$ cat src/rtl/regset_pkg.sv
package regset_pkg;

  localparam int MASK_W = 16;
  localparam int RIDX_W = 4;
  localparam int BASE_W = 5;

  localparam logic [2:0] MODE_POSTINC = 3'd3;
  localparam logic [2:0] MODE_PREDEC  = 3'd4;

  typedef enum logic [1:0] {
    ST_IDLE = 2'd0,
    ST_XFER = 2'd1,
    ST_FIN  = 2'd2
  } seq_state_e;

  // fixed overhead of a register-to-memory operation
  function automatic logic [BASE_W-1:0] store_base(input logic [2:0] mode,
                                                   input logic [2:0] sub);
    logic [BASE_W-1:0] b;
    case (mode)
      3'd2, 3'd3, 3'd4: b = 5'd8;
      3'd5:             b = 5'd12;
      3'd6:             b = 5'd14;
      3'd7: begin
        case (sub)
          3'd0:    b = 5'd12;
          3'd1:    b = 5'd16;
          default: b = 5'd0;
        endcase
      end
      default:          b = 5'd0;
    endcase
    return b;
  endfunction

  // fixed overhead of a memory-to-register operation
  function automatic logic [BASE_W-1:0] load_base(input logic [2:0] mode,
                                                  input logic [2:0] sub);
    logic [BASE_W-1:0] b;
    case (mode)
      3'd2, 3'd3, 3'd4: b = 5'd12;
      3'd5:             b = 5'd16;
      3'd6:             b = 5'd18;
      3'd7: begin
        case (sub)
          3'd0:    b = 5'd16;
          3'd1:    b = 5'd20;
          3'd2:    b = 5'd16;
          3'd3:    b = 5'd18;
          default: b = 5'd0;
        endcase
      end
      default:          b = 5'd0;
    endcase
    return b;
  endfunction

endpackage

$ cat src/rtl/regset_pick.sv
// Lowest-set-bit selector over the pending mask.
module regset_pick #(
  parameter int N  = 16,
  localparam int IW = $clog2(N)
) (
  input  logic [N-1:0]  vec,
  output logic          found,
  output logic [IW-1:0] idx,
  output logic [N-1:0]  onehot
);

  logic [N-1:0] lower_any;

  generate
    for (genvar g = 0; g < N; g++) begin : g_chain
      if (g == 0) begin : g_first
        assign lower_any[g] = 1'b0;
      end else begin : g_rest
        assign lower_any[g] = lower_any[g-1] | vec[g-1];
      end
      assign onehot[g] = vec[g] & ~lower_any[g];
    end
  endgenerate

  assign found = |vec;

  always_comb begin
    idx = '0;
    for (int i = 0; i < N; i++) begin
      if (onehot[i]) idx = idx | IW'(i);
    end
  end

endmodule

$ cat src/rtl/regset_cost.sv
// Total cycle cost: base overhead plus per-register charge.
module regset_cost
  import regset_pkg::*;
#(
  parameter int CW = 16,
  parameter int WORD_COST = 4,
  parameter int LONG_COST = 8,
  localparam int NW = $clog2(MASK_W + 1)
) (
  input  logic              to_regs,
  input  logic              long_sz,
  input  logic [2:0]        mode,
  input  logic [2:0]        sub,
  input  logic [MASK_W-1:0] mask,
  output logic [CW-1:0]     cost
);

  logic [NW-1:0]     n_sel;
  logic [BASE_W-1:0] base;
  logic [CW-1:0]     per_reg;

  always_comb begin
    n_sel = '0;
    for (int i = 0; i < MASK_W; i++) begin
      n_sel = n_sel + NW'(mask[i]);
    end
  end

  assign base    = to_regs ? load_base(mode, sub) : store_base(mode, sub);
  assign per_reg = long_sz ? CW'(LONG_COST) : CW'(WORD_COST);
  assign cost    = CW'(base) + CW'(n_sel) * per_reg;

  always_comb begin
    a_r5_cost_floor: assert (cost >= CW'(base));
  end

endmodule

$ cat src/rtl/regset_mover.sv
module regset_mover
  import regset_pkg::*;
#(
  parameter int AW = 32,
  parameter int DW = 32,
  parameter int CW = 16,
  localparam int HW = DW / 2
) (
  input  logic              clk,
  input  logic              rst_n,
  input  logic              start,
  input  logic              to_regs,
  input  logic              long_sz,
  input  logic [2:0]        ea_mode,
  input  logic [2:0]        ea_reg,
  input  logic [MASK_W-1:0] reg_mask,
  input  logic [AW-1:0]     start_addr,
  output logic              busy,
  output logic              done,
  output logic [CW-1:0]     cycles,
  output logic              mem_valid,
  input  logic              mem_ready,
  output logic              mem_write,
  output logic              mem_long,
  output logic [AW-1:0]     mem_addr,
  output logic [DW-1:0]     mem_wdata,
  input  logic [DW-1:0]     mem_rdata,
  output logic [RIDX_W-1:0] rf_raddr,
  input  logic [DW-1:0]     rf_rdata,
  output logic              rf_we,
  output logic [RIDX_W-1:0] rf_waddr,
  output logic [DW-1:0]     rf_wdata
);

  seq_state_e        state;
  logic              q_load, q_long;
  logic [2:0]        q_mode, q_reg;
  logic [MASK_W-1:0] q_pend;
  logic [AW-1:0]     q_addr;
  logic [CW-1:0]     q_cost;

  logic [CW-1:0]     cost_calc;
  logic              pick_found;
  logic [RIDX_W-1:0] pick_idx;
  logic [MASK_W-1:0] pick_onehot;
  logic [MASK_W-1:0] pend_next;
  logic [RIDX_W-1:0] reg_idx;
  logic [AW-1:0]     step_w, acc_addr, next_addr;
  logic              predec, wb_en, hs;

  regset_cost #(.CW(CW)) u_cost (
    .to_regs (to_regs),
    .long_sz (long_sz),
    .mode    (ea_mode),
    .sub     (ea_reg),
    .mask    (reg_mask),
    .cost    (cost_calc)
  );

  regset_pick #(.N(MASK_W)) u_pick (
    .vec    (q_pend),
    .found  (pick_found),
    .idx    (pick_idx),
    .onehot (pick_onehot)
  );

  // address walk: predecrement stores step down before the beat
  assign predec    = !q_load && (q_mode == MODE_PREDEC);
  assign step_w    = q_long ? AW'(4) : AW'(2);
  assign acc_addr  = predec ? (q_addr - step_w) : q_addr;
  assign next_addr = predec ? acc_addr : (q_addr + step_w);
  assign reg_idx   = predec ? (RIDX_W'(MASK_W - 1) - pick_idx) : pick_idx;
  assign pend_next = q_pend & ~pick_onehot;
  assign wb_en     = predec || (q_load && (q_mode == MODE_POSTINC));

  assign busy      = (state != ST_IDLE);
  assign done      = (state == ST_FIN);
  assign cycles    = q_cost;

  assign mem_valid = (state == ST_XFER) && pick_found;
  assign hs        = mem_valid && mem_ready;
  assign mem_write = !q_load;
  assign mem_long  = q_long;
  assign mem_addr  = acc_addr;
  assign mem_wdata = q_long ? rf_rdata : {{(DW-HW){1'b0}}, rf_rdata[HW-1:0]};
  assign rf_raddr  = reg_idx;

  always_comb begin
    rf_we    = 1'b0;
    rf_waddr = '0;
    rf_wdata = '0;
    if ((state == ST_XFER) && hs && q_load) begin
      rf_we    = 1'b1;
      rf_waddr = reg_idx;
      rf_wdata = q_long ? mem_rdata
                        : {{(DW-HW){mem_rdata[HW-1]}}, mem_rdata[HW-1:0]};
    end else if ((state == ST_FIN) && wb_en) begin
      rf_we    = 1'b1;
      rf_waddr = {1'b1, q_reg};
      rf_wdata = DW'(q_addr);
    end
  end

  always_ff @(posedge clk) begin
    if (!rst_n) begin
      state  <= ST_IDLE;
      q_load <= 1'b0;
      q_long <= 1'b0;
      q_mode <= '0;
      q_reg  <= '0;
      q_pend <= '0;
      q_addr <= '0;
      q_cost <= '0;
    end else begin
      case (state)
        ST_IDLE: begin
          if (start) begin
            q_load <= to_regs;
            q_long <= long_sz;
            q_mode <= ea_mode;
            q_reg  <= ea_reg;
            q_pend <= reg_mask;
            q_addr <= start_addr;
            q_cost <= cost_calc;
            state  <= (reg_mask == '0) ? ST_FIN : ST_XFER;
          end
        end
        ST_XFER: begin
          if (hs) begin
            q_pend <= pend_next;
            q_addr <= next_addr;
            if (pend_next == '0) state <= ST_FIN;
          end
        end
        default: state <= ST_IDLE;
      endcase
    end
  end

  // a stalled beat stays offered unchanged
  a_r7_hold_beat: assert property (@(posedge clk) disable iff (!rst_n)
    (mem_valid && !mem_ready) |=> (mem_valid && $stable(mem_addr) && $stable(mem_write)));

  // ascending walk advances by the beat size
  a_r1_addr_rise: assert property (@(posedge clk) disable iff (!rst_n)
    (hs && !predec && (pend_next != '0)) |=> (mem_addr == $past(mem_addr) + $past(step_w)));

  // predecrement walk drops by the beat size
  a_r2_addr_fall: assert property (@(posedge clk) disable iff (!rst_n)
    (hs && predec && (pend_next != '0)) |=> (mem_addr == $past(mem_addr) - $past(step_w)));

  // done is a single pulse inside busy
  a_r8_done_in_busy: assert property (@(posedge clk) disable iff (!rst_n)
    done |-> busy);
  a_r8_done_pulse: assert property (@(posedge clk) disable iff (!rst_n)
    done |=> !done);

  // empty mask finishes at once without a beat
  a_r6_empty_mask: assert property (@(posedge clk) disable iff (!rst_n)
    (!busy && start && (reg_mask == '0)) |=> (done && !mem_valid));

  // the closing write targets an address register
  a_r4_wb_target: assert property (@(posedge clk) disable iff (!rst_n)
    (done && rf_we) |-> rf_waddr[RIDX_W-1]);

endmodule

$ cat config.mk
export PLATFORM = sky130hd
export DESIGN_NAME = regset_mover
export DESIGN_NICKNAME = d
export VERILOG_FILES = /design/src/rtl/regset_pkg.sv /design/src/rtl/regset_pick.sv /design/src/rtl/regset_cost.sv /design/src/rtl/regset_mover.sv
export SDC_FILE = /design/constraint.sdc
export NUM_CORES = 1
export LEC_CHECK = 0
export BUFFER_PORTS_ARGS = -buffer_cell sky130_fd_sc_hd__buf_4
export CAP_MARGIN = 30
export CORE_MARGIN = 5
export CORE_UTILIZATION = 51
export DETAILED_ROUTE_END_ITERATION = 10
export HOLD_SLACK_MARGIN = 0.08
export PLACE_DENSITY_LB_ADDON = 0.05
export SLEW_MARGIN = 20
export SYNTH_ARGS = -nofsm -noshare
export SYNTH_HDL_FRONTEND = slang
export SYNTH_SLANG_ARGS = --single-unit
$ cat constraint.sdc
create_clock -name clk -period 5.7 [get_ports clk]
set_input_delay 0.285 -clock clk [delete_from_list [all_inputs] [get_ports clk]]
set_output_delay 0.285 -clock clk [all_outputs]
set_load 0.01 [all_outputs]
==> reports/qor.yml, run 1 <==
whs_ns: 0.185
placementRows: 41
cts_sinks: 67
setup-tns-final_ns: 0
cts_setup_buffers: 0
ios: 250
power.density_nw_per_um2: 276
gp_congestion: 0.968
finalCoreUtilization: 0.660
routed_wl_um: 22500
cp.required_ns: 5.91
synthTopCellsByArea: "dfxtp_1 20%, nand2_1 6.6%, a21oi_1 5.6%, o21ai_0 4.6%, clkbuf_1 4.1%"
fin_area_sq_um: 8330
status: "finished, final reports clean"
drtIter0Drc: 688
nets: 1216
crit_end: "cycles[8]"
clockBufferDepth: 2
power_leakage_nw: 3.67
combinationalPowerShare: 0.446
hold_violations: 0
maxSlewViolCount: 0
drive_above_1_share: 0.239
finalCriticalPeriod_ns: 5.12
peakVddDrop_v: 0.000273
largest_register_ffs: 32
grt_use_total: 0.295
grt_pass1_wl_um: 35700
synth_top_area_frac: 0.205
antenna_found_initial: 1
drv_cap: 0
initial_utilization: 0.520
routedWlPerCell_um: 18.2
syn_area_sq_um: 6560
core_area_sq_um: 12600
hold_buffers: 0
multi_input_area_sq_um: 4610
rrSetupSlack_ns: 2.10
synthesis.instances: 924
cp-start-kind: "input port"
ff_latch_area_sq_um: 1340
regMostFlops: "q_addr"
worst_r2r_path_depth: 6
power.internal_mw: 1.40
syn_area_per_cell_sq_um: 7.10
max_slew.worst_pin.slew_ns: 0.908
ys_seq_area_frac: 0.205
finalSetupViolations: 0
post-route-period-util: 0.897
cts-root-buf: "clkbuf_16"
ctsResizeCount: 0
dieArea_sq_um: 15200
insertion_delay_ns: 0.35
cts_made_buffers: 9
dr.pass1.iters: 6
hp-class: "input port to register"
fin_worst_skew_ns: 0.00911
grt_setup_unrepaired: "false"
drc_errors: 0
path_class: "input port to register"
ys_async_sr_fraction: 0
pwr-share-clk: 0.280
vias: 7387
overflow: 0
p_seq_frac: 0.274
cts_tree: "built"
max_freq_mhz: 195
yosysUniqueCellTypes: 72
synth-edff-count: 0
crit_fanout: 3
setup.worst_path.start: "reg_mask[0]"
dp_hpwl_um: 16600
dp_slack_ns: 0.228
area_delta_synth_final_pct: 27.1
io_buffers: 210
ys_seq_elements: 67
viasPerCell: 5.97
slew_headroom: 0.389
grt_start_max_net_pins: 72
r2r_end: "q_addr[27]"
n_fill_cell: 1201
fin_ws_ns: 0.585
critPathArrivalTime_ns: 5.32
layout_commonest_cell: "buf_4"
grt_pass1_vias: 6783
end_kind: "register"
cts.clk_slew.worst_paths_ns: 0.06
ant_nets: 0
yosys.area.top_type: "dfxtp_1"
rr_startpoint: "q_pend[4]"
layout_common_cells: "223 x buf_4, 116 x nand2_1, 73 x a21oi_1"
ys.flop_type: "dfxtp_1"
die_w_um: 123
die_height_um: 123
netSwitchingPower_mw: 0.901
placed_cell_area_sq_um: 7980
synth_warnings: 0
htreeDepth: 3
swShare: 0.393
==> cell families (layout without fill, tap and decap cells) <==
kind of cell / count (synthesis) / after routing / synth area share
buffers and inverters: 148 / 280 / 0.0996
AND/OR/NAND/NOR: 350 / 350 / 0.271
multiplexers: 7 / 7 / 0.0109
flip-flops: 67 / 67 / 0.205
adder cells (fa/ha/maj): 33 / 33 / 0.0775
AO/OA/AOI/OAI: 278 / 278 / 0.283
XOR/XNOR: 40 / 40 / 0.0534
other: 1 / 11 / 0.000572
==> cell usage after synthesis, types with 8 or more instances <==
| cell type | n |
|---|---|
| a211oi_1 | 13 |
| a21o_1 | 8 |
| a21oi_1 | 73 |
| a22o_1 | 26 |
| a22oi_1 | 12 |
| a31oi_1 | 8 |
| a32o_1 | 10 |
| and2_1 | 23 |
| and4_1 | 8 |
| buf_4 | 24 |
| clkbuf_1 | 72 |
| dfxtp_1 | 67 |
| fa_1 | 13 |
| ha_1 | 19 |
| inv_1 | 41 |
| nand2_1 | 116 |
| nand3_1 | 17 |
| nand4_1 | 17 |
| nor2_1 | 71 |
| nor2b_1 | 10 |
| nor3_1 | 24 |
| nor4_1 | 17 |
| o21ai_0 | 60 |
| o22ai_1 | 9 |
| o31ai_1 | 9 |
| or3_1 | 11 |
| xnor2_1 | 23 |
| xor2_1 | 17 |
==> worst min path at each step <==
| stage | startpoint | end | cells past startpoint |
|---|---|---|---|
| 2_1_floorplan | ea_reg[0] | q_reg[0] | 2 |
| 3_3_place_gp | cycles[7] | cycles[7] | 2 |
| 4_1_cts | start_addr[0] | q_addr[0] | 3 |
| 3_5_place_dp | cycles[7] | cycles[7] | 2 |
| 6_report | start_addr[0] | q_addr[0] | 3 |
| 5_1_grt | start_addr[0] | q_addr[0] | 3 |
==> power groups by stage <==
stage	Sequential (mW)	Clock, mW	Combinational (mW)
after floorplan	0.574	0	0.747
after global placement	0.636	0	0.999
after detailed placement	0.635	0	1.02
final	0.629	0.642	1.03
after global routing	0.641	0.670	1.15
after CTS	0.626	0.644	1.02
==> critical path, stage by stage <==
cell and delay, ns:
buf_4 0.09, inv_1 0.04, ha_1 0.28, inv_1 0.07, fa_1 0.44, fa_1 0.51, fa_1 0.53, fa_1 0.42
fa_1 0.41, fa_1 0.41, xor2_1 0.22, mux2i_1 0.10, ha_1 0.34, ha_1 0.31, a21o_1 0.16, a21oi_1 0.21
nor2b_1 0.08, o21bai_1 0.17, xor2_1 0.17, a211oi_1 0.08
==> per-layer routing <==
layer	track usage	up-vias	part of all wire
met3	0.0595	41	0.088
met1	0.379	3438	0.40
met4	0.0872	0	0.022
met5	0.0208	-	0
met2	0.497	329	0.49
li1	-	3579	-
==> layout make-up <==
cell class	instances	area share
tap	172	0.0258
antenna	1	0.000300
sequential	67	0.161
timing repair buffer	223	0.201
clock inverter	5	0.0102
inverter	41	0.0185
multi-input combinational	718	0.553
clock buffer	11	0.0303
==> per-stage QoR <==
stage | instances | power (mW)
6_report | 1238 | 2.30
5_1_grt | 1238 | 2.46
4_1_cts | 1235 | 2.29
3_5_place_dp | 1219 | 1.65
3_3_place_gp | 1219 | 1.63
2_1_floorplan | 933 | 1.32
Power figures use the tool's default switching activity.
==> run 2, diff against run 1 <==
--- a/config.mk
+++ b/config.mk
@@ -5,10 +5,10 @@
 export SDC_FILE = /design/constraint.sdc
 export NUM_CORES = 1
 export LEC_CHECK = 0
+export ABC_AREA = 1
 export BUFFER_PORTS_ARGS = -buffer_cell sky130_fd_sc_hd__buf_4
 export CAP_MARGIN = 30
-export CORE_MARGIN = 5
-export CORE_UTILIZATION = 51
+export CORE_UTILIZATION = 52
 export DETAILED_ROUTE_END_ITERATION = 10
 export HOLD_SLACK_MARGIN = 0.08
 export PLACE_DENSITY_LB_ADDON = 0.05
==> run 2 against run 1 <==
Against the previous run:
- wire length increased by 5.5%
- clock power fell by 6.2%
- setup slack improved by 0.014 ns
- count of clock-buffer cells in the layout is 1 lower
- highest routed layer unchanged
- first-iteration DRC count is 22% lower
- sequential power is 7.3% higher
- area after synthesis rose by 9.0%
- power up 15%
- utilization rose by 0.69 points
- register-to-register slack improved by 0.63 ns
- sequential cell count unchanged
==> reports/qor.yml, run 2 <==
io_buffers: 210
cts_tree: "built"
dr.pass1.iters: 6
rr_startpoint: "q_load"
combinationalPowerShare: 0.518
antenna_found_initial: 0
drive_above_1_share: 0.195
ios: 250
m1WireLength_um: 9790
crit_end: "cycles[7]"
grt_pass1_vias: 7965
fin_ws_ns: 0.598
peakVddDrop_v: 0.000185
syn_area_per_cell_sq_um: 5.83
cts.clk_slew.worst_paths_ns: 0.06
setup.worst_path.start: "reg_mask[0]"
rrSetupSlack_ns: 2.73
synthesis.instances: 1226
setup-tns-final_ns: 0
synth_warnings: 0
fin_worst_skew_ns: 0.0122
wl_met2_um: 11600
synth_top_area_frac: 0.188
power_mw: 2.65
p_seq_frac: 0.255
syn_area_sq_um: 7150
critical_path_buf_inv_count: 4
placementRows: 42
max_freq_mhz: 196
finalSetupViolations: 0
worst_r2r_path_depth: 12
vias: 8474
swShare: 0.452
initial_utilization: 0.535
largest_register_ffs: 32
layout_commonest_cell: "nand2_1"
end_kind: "register"
dieArea_sq_um: 14200
hold_violations: 0
route.met3.wl_um: 1470
ctsResizeCount: 0
power.density_nw_per_um2: 297
regMostFlops: "q_addr"
htreeDepth: 3
area_delta_synth_final_pct: 24.6
status: "finished, final reports clean"
synth.most_common_cell: "nand2_1"
slew_headroom: 0.459
post-route-period-util: 0.895
diodes: 0
grt_start_max_net_pins: 70
drc_errors: 0
hold_buffers: 0
insertion_delay_ns: 0.35
cts_sinks: 67
routed_wl_um: 23700
power_leakage_nw: 4.41
multi_input_area_sq_um: 4790
ff_latch_area_sq_um: 1340
die_height_um: 119
grt_setup_unrepaired: "false"
cts_setup_buffers: 0
power.internal_mw: 1.45
ys_top_cells_by_count: "306 x nand2_1, 152 x nor2_1, 147 x inv_1"
timing.critical_path.cells: "buf_4 > inv_1 > ha_1 > inv_1 > fa_1 > fa_1 > fa_1 > fa_1 > fa_1 > fa_1 > or2_2 > nand3_1 > o21ai_0 > ha_1 > fa_1 > a31oi_1 > xor2_1 > o21ai_0 > inv_1"
ant_nets: 0
core_area_sq_um: 13300
clockBufferDepth: 2
hp-class: "input port to register"
max_slew.worst_pin.slew_ns: 0.807
yosysUniqueCellTypes: 48
path_class: "input port to register"
dp_slack_ns: 0.226
die_w_um: 119
nets: 1537
cts_made_buffers: 9
ys_seq_area_frac: 0.188
drtIter0Drc: 539
synthTopCellsByArea: "dfxtp_1 19%, nand2_1 16%, nor2_1 8.0%, inv_1 7.7%, o21ai_0 7.4%"
grt_pass1_wl_um: 38400
path_common_cell: "fa_1"
dp_hpwl_um: 18300
slowest_delay_ns: 0.53
grt_use_total: 0.339
overflow: 0
viasPerCell: 5.43
cp_top_family: "adder cells"
critPathArrivalTime_ns: 5.35
r2r_end: "q_addr[26]"
cp_slowest_cell: "fa_1"
cp.required_ns: 5.95
routedWlPerCell_um: 15.2
layout_common_cells: "306 x nand2_1, 219 x buf_4, 152 x nor2_1"
ys_seq_elements: 67
cp-start-kind: "input port"
finalCriticalPeriod_ns: 5.10
highest_layer: "met4"
crit_fanout: 3
crit_cells: 19
n_fill_cell: 1322
yosys.area.top_type: "dfxtp_1"
ys_async_sr_fraction: 0
synth-edff-count: 0
maxSlewViolCount: 0
netSwitchingPower_mw: 1.20
pwr-share-clk: 0.227
gp_congestion: 0.936
cts-root-buf: "clkbuf_16"
drv_cap: 0
ys.flop_type: "dfxtp_1"
run 2: cell types whose count changed after synthesis, sizes merged, moves of 36 or more:
cell / change
clkbuf: -36
inv: +108
nand2: +193
nand3: +71
nor2: +92
o21ai: +52
run 2: metal layers:
metal,global-route usage,vias up
met5,0,-
met4,0.165,0
met3,0.0580,66
met2,0.590,322
met1,0.400,3866
li1,-,4220
run 2: worst min-delay path by stage:
stage,from,to,slack (ns),cells past startpoint
after floorplan,start,state[0],0.43,2
after global placement,q_reg[2],q_reg[2],0.45,2
after detailed placement,q_reg[2],q_reg[2],0.47,2
after CTS,start_addr[0],q_addr[0],0.20,3
after global routing,start,state[0],0.21,3
final,start_addr[0],q_addr[0],0.20,3
run 2: cell families after synthesis:
kind of cell             share of synthesized area
AO/OA/AOI/OAI                                0.183
XOR/XNOR                                    0.0515
adder cells (fa/ha/maj)                     0.0697
buffers and inverters                        0.147
flip-flops                                   0.188
multiplexers                               0.00140
other                                     0.000525
AND/OR/NAND/NOR                              0.359
run 2: cell type report:
class                           instances  area share
Multi-Input combinational cell        928       0.538
Inverter                              155      0.0655
Sequential cell                        67       0.151
Timing Repair Buffer                  220       0.186
Clock buffer                           10      0.0268
Clock inverter                          6     0.00815
Tap cell                              176      0.0247
run 2: tightest hold or removal path, stage by stage:
cell     delay (ns)
buf_4          0.07
o21ai_0        0.08
nor2_1         0.08
run 2: power by group through the flow:
| stage | clock network, mW | logic (mW) | registers [mW] |
|---|---|---|---|
| 2_1_floorplan | 0 | 0.997 | 0.622 |
| 3_5_place_dp | 0 | 1.36 | 0.679 |
| 4_1_cts | 0.606 | 1.37 | 0.670 |
| 5_1_grt | 0.621 | 1.56 | 0.687 |
| 6_report | 0.602 | 1.37 | 0.675 |
| 3_3_place_gp | 0 | 1.33 | 0.678 |
run 2: stage by stage:
stage / util / area, sq um / std cells / hold slack (ns)
3_5_place_dp: 0.643 / 8590 / 1545 / 0.473
2_1_floorplan: - / 7180 / 1235 / 0.431
3_3_place_gp: 0.642 / 8570 / 1544 / 0.454
5_1_grt: 0.667 / 8910 / 1562 / 0.215
4_1_cts: 0.667 / 8900 / 1561 / 0.200
6_report: 0.667 / 8910 / 1562 / 0.200
==> run 3, diff against run 2 <==
--- a/config.mk
+++ b/config.mk
@@ -8,7 +8,7 @@
 export ABC_AREA = 1
 export BUFFER_PORTS_ARGS = -buffer_cell sky130_fd_sc_hd__buf_4
 export CAP_MARGIN = 30
-export CORE_UTILIZATION = 52
+export CORE_UTILIZATION = 56
 export DETAILED_ROUTE_END_ITERATION = 10
 export HOLD_SLACK_MARGIN = 0.08
 export PLACE_DENSITY_LB_ADDON = 0.05
==> constraint.sdc (replaced) <==
create_clock -name clk -period 6.1 [get_ports clk]
set_input_delay 0.305 -clock clk [delete_from_list [all_inputs] [get_ports clk]]
set_output_delay 0.305 -clock clk [all_outputs]
set_load 0.01 [all_outputs]
==> run 3 against run 2 <==
Against the previous run:
- via count grew 0.76%
- utilization up 5.7 points
- cell count down 0.64%
- wire length grew 0.65%
- die area decreased by 7.0%
- first-iteration DRC count up 12%
- critical path type unchanged
- largest cell class unchanged
- largest power group unchanged
- highest routed layer unchanged
==> reports/qor.yml, run 3 (synthesis gave the netlist of run 2 again) <==
finalCriticalPeriod_ns: 5.21
post-route-period-util: 0.854
status: "finished, final reports clean"
multi_input_area_sq_um: 4790
maxSlewViolCount: 0
cp_top_family: "adder cells"
n_fill_cell: 1123
routedWlPerCell_um: 15.4
timing.critical_path.cells: "buf_4 > inv_1 > ha_1 > inv_1 > fa_1 > fa_1 > fa_1 > fa_1 > fa_1 > fa_1 > or2_2 > nand3_1 > o21ai_0 > ha_1 > fa_1 > a31oi_1 > xor2_1 > o21ai_0 > inv_1"
route.met3.wl_um: 2020
ant_nets: 0
gp_congestion: 0.992
drv_cap: 0
dpl.cell_count: 1535
hold_violations: 0
cts_setup_buffers: 0
vias: 8538
grt_setup_unrepaired: "false"
fin_worst_skew_ns: 0.0110
grt_use_total: 0.367
finalSetupViolations: 0
initial_utilization: 0.585
core_area_sq_um: 12200
cts-root-buf: "clkbuf_16"
path_class: "input port to register"
power_mw: 2.40
grt_start_max_net_pins: 71
path_common_cell: "fa_1"
dieArea_sq_um: 13200
hp-class: "input port to register"
drtIter0Drc: 605
finalCoreUtilization: 0.724
cp_slowest_cell: "fa_1"
critPathArrivalTime_ns: 5.45
drive_above_1_share: 0.193
critical_path_buf_inv_count: 4
power.density_nw_per_um2: 272
die_height_um: 115
power_leakage_nw: 4.38
cts_made_buffers: 9
layout_commonest_cell: "nand2_1"
max_freq_mhz: 192
antenna_found_initial: 0
largest_register_ffs: 32
hold_buffers: 0
ff_latch_area_sq_um: 1340
clockBufferDepth: 2
htreeDepth: 3
dp_hpwl_um: 18500
grt_pass1_wl_um: 37900
slowest_delay_ns: 0.56
overflow: 0
cts_tree: "built"
viasPerCell: 5.50
placementRows: 40
final_cell_count_no_fill: 1552
grt_pass1_vias: 7777
cts.clk_slew.worst_paths_ns: 0.06
slew_headroom: 0.512
m1WireLength_um: 9440
cts_sinks: 67
cp-start-kind: "input port"
wl_met2_um: 11500
nets: 1535
insertion_delay_ns: 0.35
die_w_um: 115
end_kind: "register"
placed_cell_area_sq_um: 8560
dr.pass1.iters: 5
max_slew.worst_pin.slew_ns: 0.726
area_delta_synth_final_pct: 23.7
setup-tns-final_ns: 0
highest_layer: "met4"
ios: 250
regMostFlops: "q_addr"
routed_wl_um: 23900
ctsResizeCount: 0
peakVddDrop_v: 0.000195
io_buffers: 210
layout_common_cells: "306 x nand2_1, 217 x buf_4, 152 x nor2_1"
crit_fanout: 3
drc_errors: 0
fin_area_sq_um: 8840
cp.required_ns: 6.34
diodes: 0
run 3: cell count changes in the layout (fill, tap and decap cells not counted), sizes merged:
cell | before | now
buf | 220 | 218
bufinv | 1 | 0
clkinv | 8 | 10
inv | 151 | 149
clkinvlp | 1 | 2
run 3: power breakdown:
group | switching (mW) | internal [mW] | total, mW
registers | 0.115 | 0.515 | 0.630
clock network | 0.217 | 0.275 | 0.492
logic | 0.777 | 0.503 | 1.28
total | 1.11 | 1.29 | 2.40
run 3: through the flow:
stage	setup slack [ns]	hold slack, ns
2_1_floorplan	0.953	0.439
3_3_place_gp	0.701	0.454
3_5_place_dp	0.524	0.461
4_1_cts	0.894	0.217
5_1_grt	0.540	0.226
6_report	0.889	0.221
run 3: layout make-up:
type / count / area share
multi-input combinational: 928 / 0.542
timing repair buffer: 218 / 0.186
sequential: 67 / 0.152
inverter: 155 / 0.0659
clock buffer: 10 / 0.0259
tap: 168 / 0.0238
clock inverter: 6 / 0.00481
run 3: layer usage:
metal,vias to the layer above,global-route usage
met2,391,0.631
met1,3866,0.442
met5,-,0
met3,65,0.0801
met4,0,0.155
li1,4216,-
run 3: worst paths after layout:
check / start / endpoint / slack, ns / cells after the start
max reg2reg: mem_long / q_addr[31] / 3.10 / 16
max: reg_mask[0] / cycles[7] / 0.89 / 19
min: start / state[0] / 0.22 / 3
min reg2reg: q_reg[2] / q_reg[2] / 0.47 / 2
run 3: worst reg2reg max path, stage by stage, from the launching register on:
cell     delay, ns
dfxtp_1       0.30
buf_4         0.26
inv_1         0.27
ha_1          0.22
inv_1         0.06
fa_1          0.40
inv_1         0.07
nand3_1       0.24
nor2_1        0.20
inv_1         0.15
nor2_1        0.13
nand2_1       0.12
xor2_1        0.15
nand2_1       0.07
nand2_1       0.07
nand2_1       0.06
a21oi_1       0.17
